## src/rtl/mdio_mgmt_pkg.sv

```systemverilog
package mdio_mgmt_pkg;

    localparam int PRE_BITS   = 32;
    localparam int CMD_BITS   = 32;
    localparam int FRAME_BITS = PRE_BITS + CMD_BITS;
    localparam int IDX_W      = $clog2(FRAME_BITS);
    localparam int RDATA_BITS = 16;
    localparam int TA_POS     = 17;
    localparam int REL_IDX    = PRE_BITS + (CMD_BITS - 1 - TA_POS);
    localparam int CAP_IDX    = FRAME_BITS - RDATA_BITS;
    localparam int EVT_BIT    = 23;

    typedef enum logic [1:0] {
        RA_DATA  = 2'd0,
        RA_SPEED = 2'd1,
        RA_EVENT = 2'd2,
        RA_NONE  = 2'd3
    } reg_addr_e;

    typedef struct packed {
        logic [1:0]  st;
        logic [1:0]  op;
        logic [4:0]  phy;
        logic [4:0]  regn;
        logic [1:0]  ta;
        logic [15:0] data;
    } mgmt_cmd_t;

    function automatic logic cmd_is_read(mgmt_cmd_t c);
        return c.op == 2'b10;
    endfunction

    function automatic logic frame_bit(mgmt_cmd_t c, logic [IDX_W-1:0] idx);
        logic [CMD_BITS-1:0] bits;
        logic [IDX_W-1:0]    pos;
        bits = c;
        pos  = IDX_W'(FRAME_BITS - 1) - idx;
        if (idx < IDX_W'(PRE_BITS)) return 1'b1;
        return bits[pos[$clog2(CMD_BITS)-1:0]];
    endfunction

endpackage

```

## src/rtl/mdio_clk_div.sv

```systemverilog
module mdio_clk_div #(
    parameter int SPD_W = 6
) (
    input  logic             clk,
    input  logic             rst,
    input  logic             run,
    input  logic [SPD_W-1:0] spd,
    output logic             mdc,
    output logic             rise,
    output logic             fall
);
    logic [SPD_W-1:0] cnt_q;
    logic             mdc_q;
    logic             hit;

    assign hit  = run && (cnt_q == spd - 1'b1);
    assign rise = hit && !mdc_q;
    assign fall = hit && mdc_q;
    assign mdc  = mdc_q;

    always_ff @(posedge clk) begin
        if (rst || !run) begin
            cnt_q <= '0;
            mdc_q <= 1'b0;
        end else if (hit) begin
            cnt_q <= '0;
            mdc_q <= ~mdc_q;
        end else begin
            cnt_q <= cnt_q + 1'b1;
        end
    end

    AST_MDC_STOPS_LOW: assert property (@(posedge clk) disable iff (rst)
        !run |=> !mdc_q) else $error("mdc not parked");
    AST_ONE_EDGE: assert property (@(posedge clk) disable iff (rst)
        $onehot0({rise, fall})) else $error("edge clash");

endmodule

```

## src/rtl/mdio_frame_engine.sv

```systemverilog
module mdio_frame_engine
    import mdio_mgmt_pkg::*;
(
    input  logic                  clk,
    input  logic                  rst,
    input  logic                  start,
    input  mgmt_cmd_t             cmd,
    input  logic                  rise,
    input  logic                  fall,
    input  logic                  mdio_in,
    output logic                  busy,
    output logic                  done,
    output logic [RDATA_BITS-1:0] rd_data,
    output logic                  mdio_o,
    output logic                  mdio_oe
);
    logic                  busy_q;
    logic [IDX_W-1:0]      idx_q;
    mgmt_cmd_t             cmd_q;
    logic [RDATA_BITS-1:0] shreg_q;
    logic                  last_bit;
    logic                  rd_mode;

    assign rd_mode  = cmd_is_read(cmd_q);
    assign last_bit = idx_q == IDX_W'(FRAME_BITS - 1);
    assign done     = busy_q && fall && last_bit;
    assign busy     = busy_q;
    assign rd_data  = shreg_q;
    assign mdio_o   = busy_q && frame_bit(cmd_q, idx_q);
    assign mdio_oe  = busy_q && (!rd_mode || idx_q < IDX_W'(REL_IDX));

    always_ff @(posedge clk) begin
        if (rst) begin
            busy_q  <= 1'b0;
            idx_q   <= '0;
            cmd_q   <= '0;
            shreg_q <= '0;
        end else if (!busy_q) begin
            if (start) begin
                busy_q  <= 1'b1;
                idx_q   <= '0;
                cmd_q   <= cmd;
                shreg_q <= '0;
            end
        end else begin
            if (rise && rd_mode && idx_q >= IDX_W'(CAP_IDX))
                shreg_q <= {shreg_q[RDATA_BITS-2:0], mdio_in};
            if (fall) begin
                if (last_bit) busy_q <= 1'b0;
                else          idx_q  <= idx_q + 1'b1;
            end
        end
    end

    AST_START_FROM_ZERO: assert property (@(posedge clk) disable iff (rst)
        (start && !busy_q) |=> (busy_q && idx_q == '0)) else $error("bad start");

endmodule

```

## src/rtl/mdio_mgmt_ctrl.sv

```systemverilog
module mdio_mgmt_ctrl
    import mdio_mgmt_pkg::*;
#(
    parameter int SPD_W = 6
) (
    input  logic        clk,
    input  logic        rst,
    input  logic        reg_wr,
    input  logic [1:0]  reg_addr,
    input  logic [31:0] reg_wdata,
    output logic [31:0] reg_rdata,
    output logic        busy,
    output logic        mdc,
    output logic        mdio_o,
    output logic        mdio_oe,
    input  logic        mdio_in
);
    logic [31:0]           data_q;
    logic [SPD_W-1:0]      spd_q;
    logic                  evt_q;
    logic                  eng_busy;
    logic                  eng_done;
    logic [RDATA_BITS-1:0] eng_rd;
    logic                  rise, fall;
    logic                  wr_data, wr_spd, wr_evt, start;
    reg_addr_e             ra;

    assign ra      = reg_addr_e'(reg_addr);
    assign wr_data = reg_wr && ra == RA_DATA  && !eng_busy;
    assign wr_spd  = reg_wr && ra == RA_SPEED && !eng_busy;
    assign wr_evt  = reg_wr && ra == RA_EVENT && reg_wdata[EVT_BIT];
    assign start   = wr_data && spd_q != '0;

    mdio_clk_div #(.SPD_W(SPD_W)) u_div (
        .clk  (clk),
        .rst  (rst),
        .run  (eng_busy),
        .spd  (spd_q),
        .mdc  (mdc),
        .rise (rise),
        .fall (fall)
    );

    mdio_frame_engine u_eng (
        .clk     (clk),
        .rst     (rst),
        .start   (start),
        .cmd     (mgmt_cmd_t'(reg_wdata)),
        .rise    (rise),
        .fall    (fall),
        .mdio_in (mdio_in),
        .busy    (eng_busy),
        .done    (eng_done),
        .rd_data (eng_rd),
        .mdio_o  (mdio_o),
        .mdio_oe (mdio_oe)
    );

    always_ff @(posedge clk) begin
        if (rst) begin
            data_q <= '0;
            spd_q  <= '0;
            evt_q  <= 1'b0;
        end else begin
            if (wr_data)
                data_q <= reg_wdata;
            else if (eng_done && cmd_is_read(mgmt_cmd_t'(data_q)))
                data_q[RDATA_BITS-1:0] <= eng_rd;
            if (wr_spd)
                spd_q <= reg_wdata[SPD_W-1:0];
            if (eng_done)
                evt_q <= 1'b1;
            else if (wr_evt)
                evt_q <= 1'b0;
        end
    end

    always_comb begin
        reg_rdata = '0;
        case (ra)
            RA_DATA:  reg_rdata = data_q;
            RA_SPEED: reg_rdata[SPD_W-1:0] = spd_q;
            RA_EVENT: reg_rdata[EVT_BIT] = evt_q;
            default:  reg_rdata = '0;
        endcase
    end

    assign busy = eng_busy;

    AST_BUSY_WR_IGNORED: assert property (@(posedge clk) disable iff (rst)
        (eng_busy && !eng_done && reg_wr && ra == RA_DATA) |=> $stable(data_q))
        else $error("write during frame");
    AST_DONE_SETS_EVT: assert property (@(posedge clk) disable iff (rst)
        $fell(eng_busy) |-> evt_q) else $error("no event");
    AST_NO_START_SPD0: assert property (@(posedge clk) disable iff (rst)
        (!eng_busy && spd_q == '0) |=> !eng_busy) else $error("start at zero");
    AST_IDLE_QUIET: assert property (@(posedge clk) disable iff (rst)
        !eng_busy |-> (!mdio_oe && !mdc)) else $error("idle not quiet");

endmodule

```

## config.mk

```make
export PLATFORM = sky130hd
export DESIGN_NAME = mdio_mgmt_ctrl
export DESIGN_NICKNAME = d
export VERILOG_FILES = /design/src/rtl/mdio_mgmt_pkg.sv /design/src/rtl/mdio_clk_div.sv /design/src/rtl/mdio_frame_engine.sv /design/src/rtl/mdio_mgmt_ctrl.sv
export SDC_FILE = /design/constraint.sdc
export NUM_CORES = 1
export LEC_CHECK = 0
export BUFFER_PORTS_ARGS = -buffer_cell sky130_fd_sc_hd__buf_2
export CAP_MARGIN = 25
export CORE_MARGIN = 2
export CORE_UTILIZATION = 42
export DETAILED_ROUTE_END_ITERATION = 6
export GPL_ROUTABILITY_DRIVEN = 0
export MAX_ROUTING_LAYER = met4
export SYNTH_ARGS = -nofsm -noshare
export SYNTH_HDL_FRONTEND = slang
export SYNTH_SLANG_ARGS = --single-unit
export TNS_END_PERCENT = 5
```

## constraint.sdc

```tcl
create_clock -name clk -period 2.4 [get_ports clk]
set_input_delay 0 -clock clk [delete_from_list [all_inputs] [get_ports clk]]
set_output_delay 0 -clock clk [all_outputs]
set_load 0.05 [all_outputs]
```

Word-level counts from Yosys, hierarchy flattened
Cells that the tools add are included.
Word-level totals
  register bits: 101
  input port bits: 38
  output and inout port bits: 36
Operators by class
  multiplexer cells: 24
  $lt $le $gt $ge: 4
  eq/ne operators: 9
  reductions and logical operators: 31
  bitwise logic cells: 2
  add/sub/neg operators: 4
Operator list (number)
  16-bit 2-to-1 mux: 5
  6-bit 2-to-1 mux: 4
  1-bit logical AND: 17
  17-bit 2-to-1 mux: 1
  6-bit by 1-bit adder with 6-bit output (second input constant): 2
  6-bit < comparator (second input constant): 2
  6-bit one-hot mux with 2 select lines: 1
  1-bit 2-to-1 mux: 10
  8-bit 2-to-1 mux: 1
  2-bit == test (second input constant): 3
  6-bit == test: 1
  6-bit == test (second input constant): 1
  6-bit >= comparator (second input constant): 1
  5-bit by 6-bit < comparator with 1-bit output (second input constant): 1
  2-bit nonzero test: 3
  6-bit nonzero test: 1
  6-bit by 1-bit subtractor with 6-bit output (second input constant): 1
  1-bit binary-select mux with 5-bit select: 1
  5-bit subtractor (first input constant): 1
  2-bit != test (second input constant): 2
  2-bit AND reduction: 2
  1-bit logical NOT: 3
  3-bit AND reduction: 1
  2-bit by 1-bit == test with 1-bit output (second input constant): 1
  6 further kinds: 8

Depth between registers and ports, before layout
  depth after elaboration: 9
  depth in mapped cells: 9

Modules after synthesis
A second synthesis with hierarchy kept.
Unflattened totals
  cells, all modules: 569
  area, all modules: 4684.5 sq um
Modules (own cells, without submodules)
  mdio_frame_engine: area an instance 2377.3 sq um, cells an instance 284, instances 1, seq. area each 1101.1 sq um
  mdio_mgmt_ctrl: area an instance 1846.8 sq um, cells an instance 233, instances 1, seq. area each 780.7 sq um
  mdio_clk_div: area an instance 460.4 sq um, cells an instance 52, instances 1, seq. area each 140.1 sq um

Worst setup path before layout
Ideal clock, no wire load.
  path kind: reg-to-reg
  from: reg spd_q[0]
  to: reg u_eng.idx_q[2]
  setup time: 0.070 ns
  setup slack: 0.321 ns
  arrival time: 2.009 ns
  stages on the path, launching flop included: 10
  required time: 2.330 ns
  cells stage by stage: dfxtp_1 > inv_1 > ha_1 > xor2_1 > nand4_1 > a211oi_2 > nand3_2 > buf_6 > or3_1 > a21oi_1
On the way
  longest elaborated chain between the ends: 6
RTL lines
  from (decl): RTL line mdio_mgmt_ctrl.sv:19  | logic [SPD_W-1:0] spd_q;
  from (signal assigned): RTL line mdio_mgmt_ctrl.sv:70  | spd_q <= reg_wdata[SPD_W-1:0];
  6-bit by 1-bit subtractor with 6-bit output: RTL line mdio_clk_div.sv:16  | assign hit = run && (cnt_q == spd - 1'b1);
  6-bit == test: RTL line mdio_clk_div.sv:16
  1-bit logical AND: RTL line mdio_clk_div.sv:16
  1-bit logical AND: RTL line mdio_clk_div.sv:18  | assign fall = hit && mdc_q;
  2-bit by 1-bit != test with 1-bit output (no source line)
  3-bit AND reduction (no source line) (*)
  to (signal assigned): RTL line mdio_frame_engine.sv:50  | else idx_q <= idx_q + 1'b1;
  to (decl): RTL line mdio_frame_engine.sv:18  | logic [IDX_W-1:0] idx_q;
Mark *: on every way between the ends. The rest lies on a longest branch, timed or not.
A chain may end at the register's enable or synchronous reset.

Worst setup path after layout
  from: reg spd_q[0]
  to: reg data_q[5]
On the way
  longest elaborated chain between the ends: 8
RTL lines
  6-bit by 1-bit subtractor with 6-bit output: RTL line mdio_clk_div.sv:16
  6-bit == test: RTL line mdio_clk_div.sv:16
  1-bit logical AND: RTL line mdio_clk_div.sv:16
  1-bit logical AND: RTL line mdio_clk_div.sv:18
  1-bit logical AND (2 in a row): RTL line mdio_frame_engine.sv:26  | assign done = busy_q && fall && last_bit;
  1-bit logical AND: RTL line mdio_mgmt_ctrl.sv:67  | else if (eng_done && cmd_is_read(mgmt_cmd_t'(data_q)))
  2-bit nonzero test (no source line)
  to (signal assigned): RTL line mdio_mgmt_ctrl.sv:66  | data_q <= reg_wdata;
  to (signal, indexed assignment): RTL line mdio_mgmt_ctrl.sv:68  | data_q[RDATA_BITS-1:0] <= eng_rd;
  to (decl): RTL line mdio_mgmt_ctrl.sv:18  | logic [31:0] data_q;
No other way between the ends.

==> impl_metrics.json <==
{
  "status": "finished, final reports clean",
  "hp-class": "input pin to flip-flop",
  "clock-sinks": 101,
  "max_freq_mhz": 455,
  "place_ws_ps": -38.9,
  "power_leakage_nw": 2.35,
  "synthFlopType": "dfxtp_1",
  "finalPower_mw": 3.61,
  "layout-drive-gt1-share_pct": 22.4,
  "grt_pass1_vias": 4055,
  "clk_latency_ps": 340,
  "slew-limit-headroom_pct": 69.5,
  "required_ps": 2630,
  "slew_viol_final": 0,
  "vdd_drop_max_uv": 363,
  "fin_area_um2": 6040,
  "met3_usage_pct": 3.46,
  "cts_max_path_buffers": 2,
  "worst_setup_path_end_kind": "flip-flop",
  "critPathArrivalTime_ps": 2430,
  "cts_buffers": 9,
  "grt_pass1_wl_um": 20200,
  "grt_usage_pct": 20.2,
  "viasPerCell": 5.14,
  "placed_area_um2": 5360,
  "grt_max_degree": 93,
  "coreArea_um2": 11400,
  "final_nets": 692,
  "gr-total-overflow": 0,
  "p_per_area_nw_per_um2": 599,
  "synth_compound_area_share_pct": 13.4,
  "hold_viol_final": 0,
  "start_kind": "flip-flop",
  "synth-seq-area-share_pct": 41.1,
  "setup_ws_ps": 203,
  "critical-path-max-stage-delay_ps": 380,
  "worstSetupPathType": "flip-flop to flip-flop",
  "netlist_instances": 558,
  "routed_wl_um": 12000,
  "cp_slowest_cell": "dfxtp_2",
  "drt_first_iter_violations": 174,
  "start_util_pct": 43.1,
  "yosysWarnings": 0,
  "final-setup-viol-count": 0,
  "whs_path_depth": 3,
  "die_w_um": 112,
  "hpwl_um": 8230,
  "worstRegToRegCells": 8,
  "cp_max_fo": 16,
  "final_cells": 798,
  "drcViolationCount": 0,
  "rsz0062_at_grt": "no",
  "cap_violations": 0,
  "antenna_cells": 0,
  "mappedNetlistArea_um2": 4920,
  "synth_top_family_by_area": "simple AND/OR/NAND/NOR gates",
  "tightest_slew_ps": 457,
  "fin_crit_sh_pct": 91.5,
  "ys_ff_latch": 101,
  "synth-simple-area-share_pct": 24.7,
  "final_antenna_net_count": 0,
  "async_flop_share_pct": 0,
  "synth_cell_types": 53,
  "place_inst": 748,
  "clock_skew_ps": 4.92,
  "io_pins": 74,
  "antenna_found_initial": 0,
  "cts_root_buffer": "clkbuf_16",
  "hold_slack_ps": 67.5,
  "firstDrtPassIters": 4,
  "dieArea_um2": 12600,
  "area_growth_pct": 22.7,
  "numPortBuffers": 73,
  "route.detailed.wl_per_inst_um": 15.0,
  "synthXorXnorAreaFrac_pct": 2.11,
  "clkTransAtPathRegs_ps": 60,
  "tritoncts": "yes",
  "crit_chain": "inv_1 > ha_1 > and2_4 > o21a_1 > o31ai_4 > nand4_4 > buf_4 > a221oi_1",
  "synth_edf_count": 0,
  "globalRouteMet2Util_pct": 31.8,
  "htreeDepth": 3,
  "nFillCells": 1099,
  "met1_usage_pct": 26.5,
  "fp.dieH_um": 112,
  "synth.avg_cell_area_um2": 8.81,
  "top_usage_layer": "met2",
  "finalCriticalPeriod_ps": 2200,
  "synth.net_count": 600,
  "synth_mux_area_share_pct": 12.4,
  "yosys.area_share.adder_pct": 1.02,
  "core.rowCount": 39,
  "via_count": 4102
}
## where the power goes
group	internal, mW	switching, mW
Sequential	1.71	0.0245
Combinational	0.152	0.211
Clock	0.893	0.619
## cells by family (layout without fill, tap and decap cells)
kind of cell,Yosys count,count (layout)
buffers and inverters,45,142
AO/OA/AOI/OAI,92,92
flip-flops,101,101
multiplexers,52,52
adder cells (fa/ha/maj),4,4
AND/OR/NAND/NOR,253,253
XOR/XNOR,11,11
## placed cells by master (no fill, tap or decap), types with 8 or more instances in the layout
cell type and n:
a221oi_2 10, nor2_1 47, buf_2 73, nand2b_1 9, dlygate4sd3_1 33, mux2i_1 43
clkbuf_16 9, and2_1 26, buf_4 11, a21oi_1 57, or2b_2 8, nand3_1 11
nand2_1 124, dfxtp_1 98
## flip-flops by register name (all words and copies together), names as in the netlist
register / cells
spd_q: 6
u_div.mdc: 1
data_q: 32
u_eng.idx_q: 6
u_eng.cmd_q: 32
evt_q: 1
u_eng.busy: 1
u_div.cnt_q: 6
u_eng.rd_data: 16
## path summary, 6_finish.rpt
| check | startpoint | endpoint | slack (ps) |
|---|---|---|---|
| min reg2reg | data_q[21] | data_q[21] | 450 |
| min | rst | u_div.mdc | 70 |
| max reg2reg | spd_q[0] | data_q[5] | 200 |
| max | spd_q[0] | data_q[5] | 200 |
## cell usage after synthesis, types with 7 or more instances
| cell type | instances | area share, % |
|---|---|---|
| a21oi_1 | 57 | 5.8 |
| a221oi_2 | 10 | 3.1 |
| and2_1 | 26 | 3.3 |
| clkbuf_1 | 23 | 1.8 |
| dfxtp_1 | 101 | 41 |
| mux2i_1 | 43 | 8.8 |
| mux4_2 | 7 | 3.2 |
| nand2_1 | 124 | 9.5 |
| nand2b_1 | 9 | 1.1 |
| nand3_1 | 11 | 1.1 |
| nor2_1 | 47 | 3.6 |
| or2b_2 | 8 | 1.4 |
## area by class of cell
type	instances	area [µm²]	share of cell area, %
flip-flops and latches	101	2030	33.6
inverters	6	22.5	0.373
multi-input cells	412	2660	44.0
clock buffers	13	270	4.48
repair buffers	120	838	13.9
clock inverters	3	42.5	0.705
well taps	143	179	2.96
## through the flow
| step | TNS (ps) | util, % |
|---|---|---|
| 4_1_cts | 0 | 52.7 |
| 3_3_place_gp | 0 | 46.9 |
| 6_report | 0 | 52.9 |
| 2_1_floorplan | 0 | - |
| 5_1_grt | 0 | 52.9 |
| 3_5_place_dp | -472 | 46.9 |
## per-layer routing
| metal | part of all wire [%] | up-vias |
|---|---|---|
| met1 | 46 | 1940 |
| met4 | 1.6 | 0 |
| met5 | 0 | - |
| li1 | - | 2074 |
| met3 | 4.4 | 12 |
| met2 | 48 | 76 |
## critical path, delay by kind of cell, from the launching register on
| kind | cells | cell delay (ps) |
|---|---|---|
| and+or+nand+nor | 2 | 320 |
| adders and majority gates | 1 | 210 |
| AOI/OAI and AO/OA | 3 | 840 |
| buffers and inverters | 2 | 350 |
| DFF | 1 | 380 |
## timing repair
item	in CTS	in global routing
gates resized for setup	0	5
pin swaps	1	2
endpoints found under the hold margin	55	0
hold buffers	33	0
buffers inserted	1	0
setup endpoints to repair	16	21
Note: power is estimated with default switching activity, not from simulation.
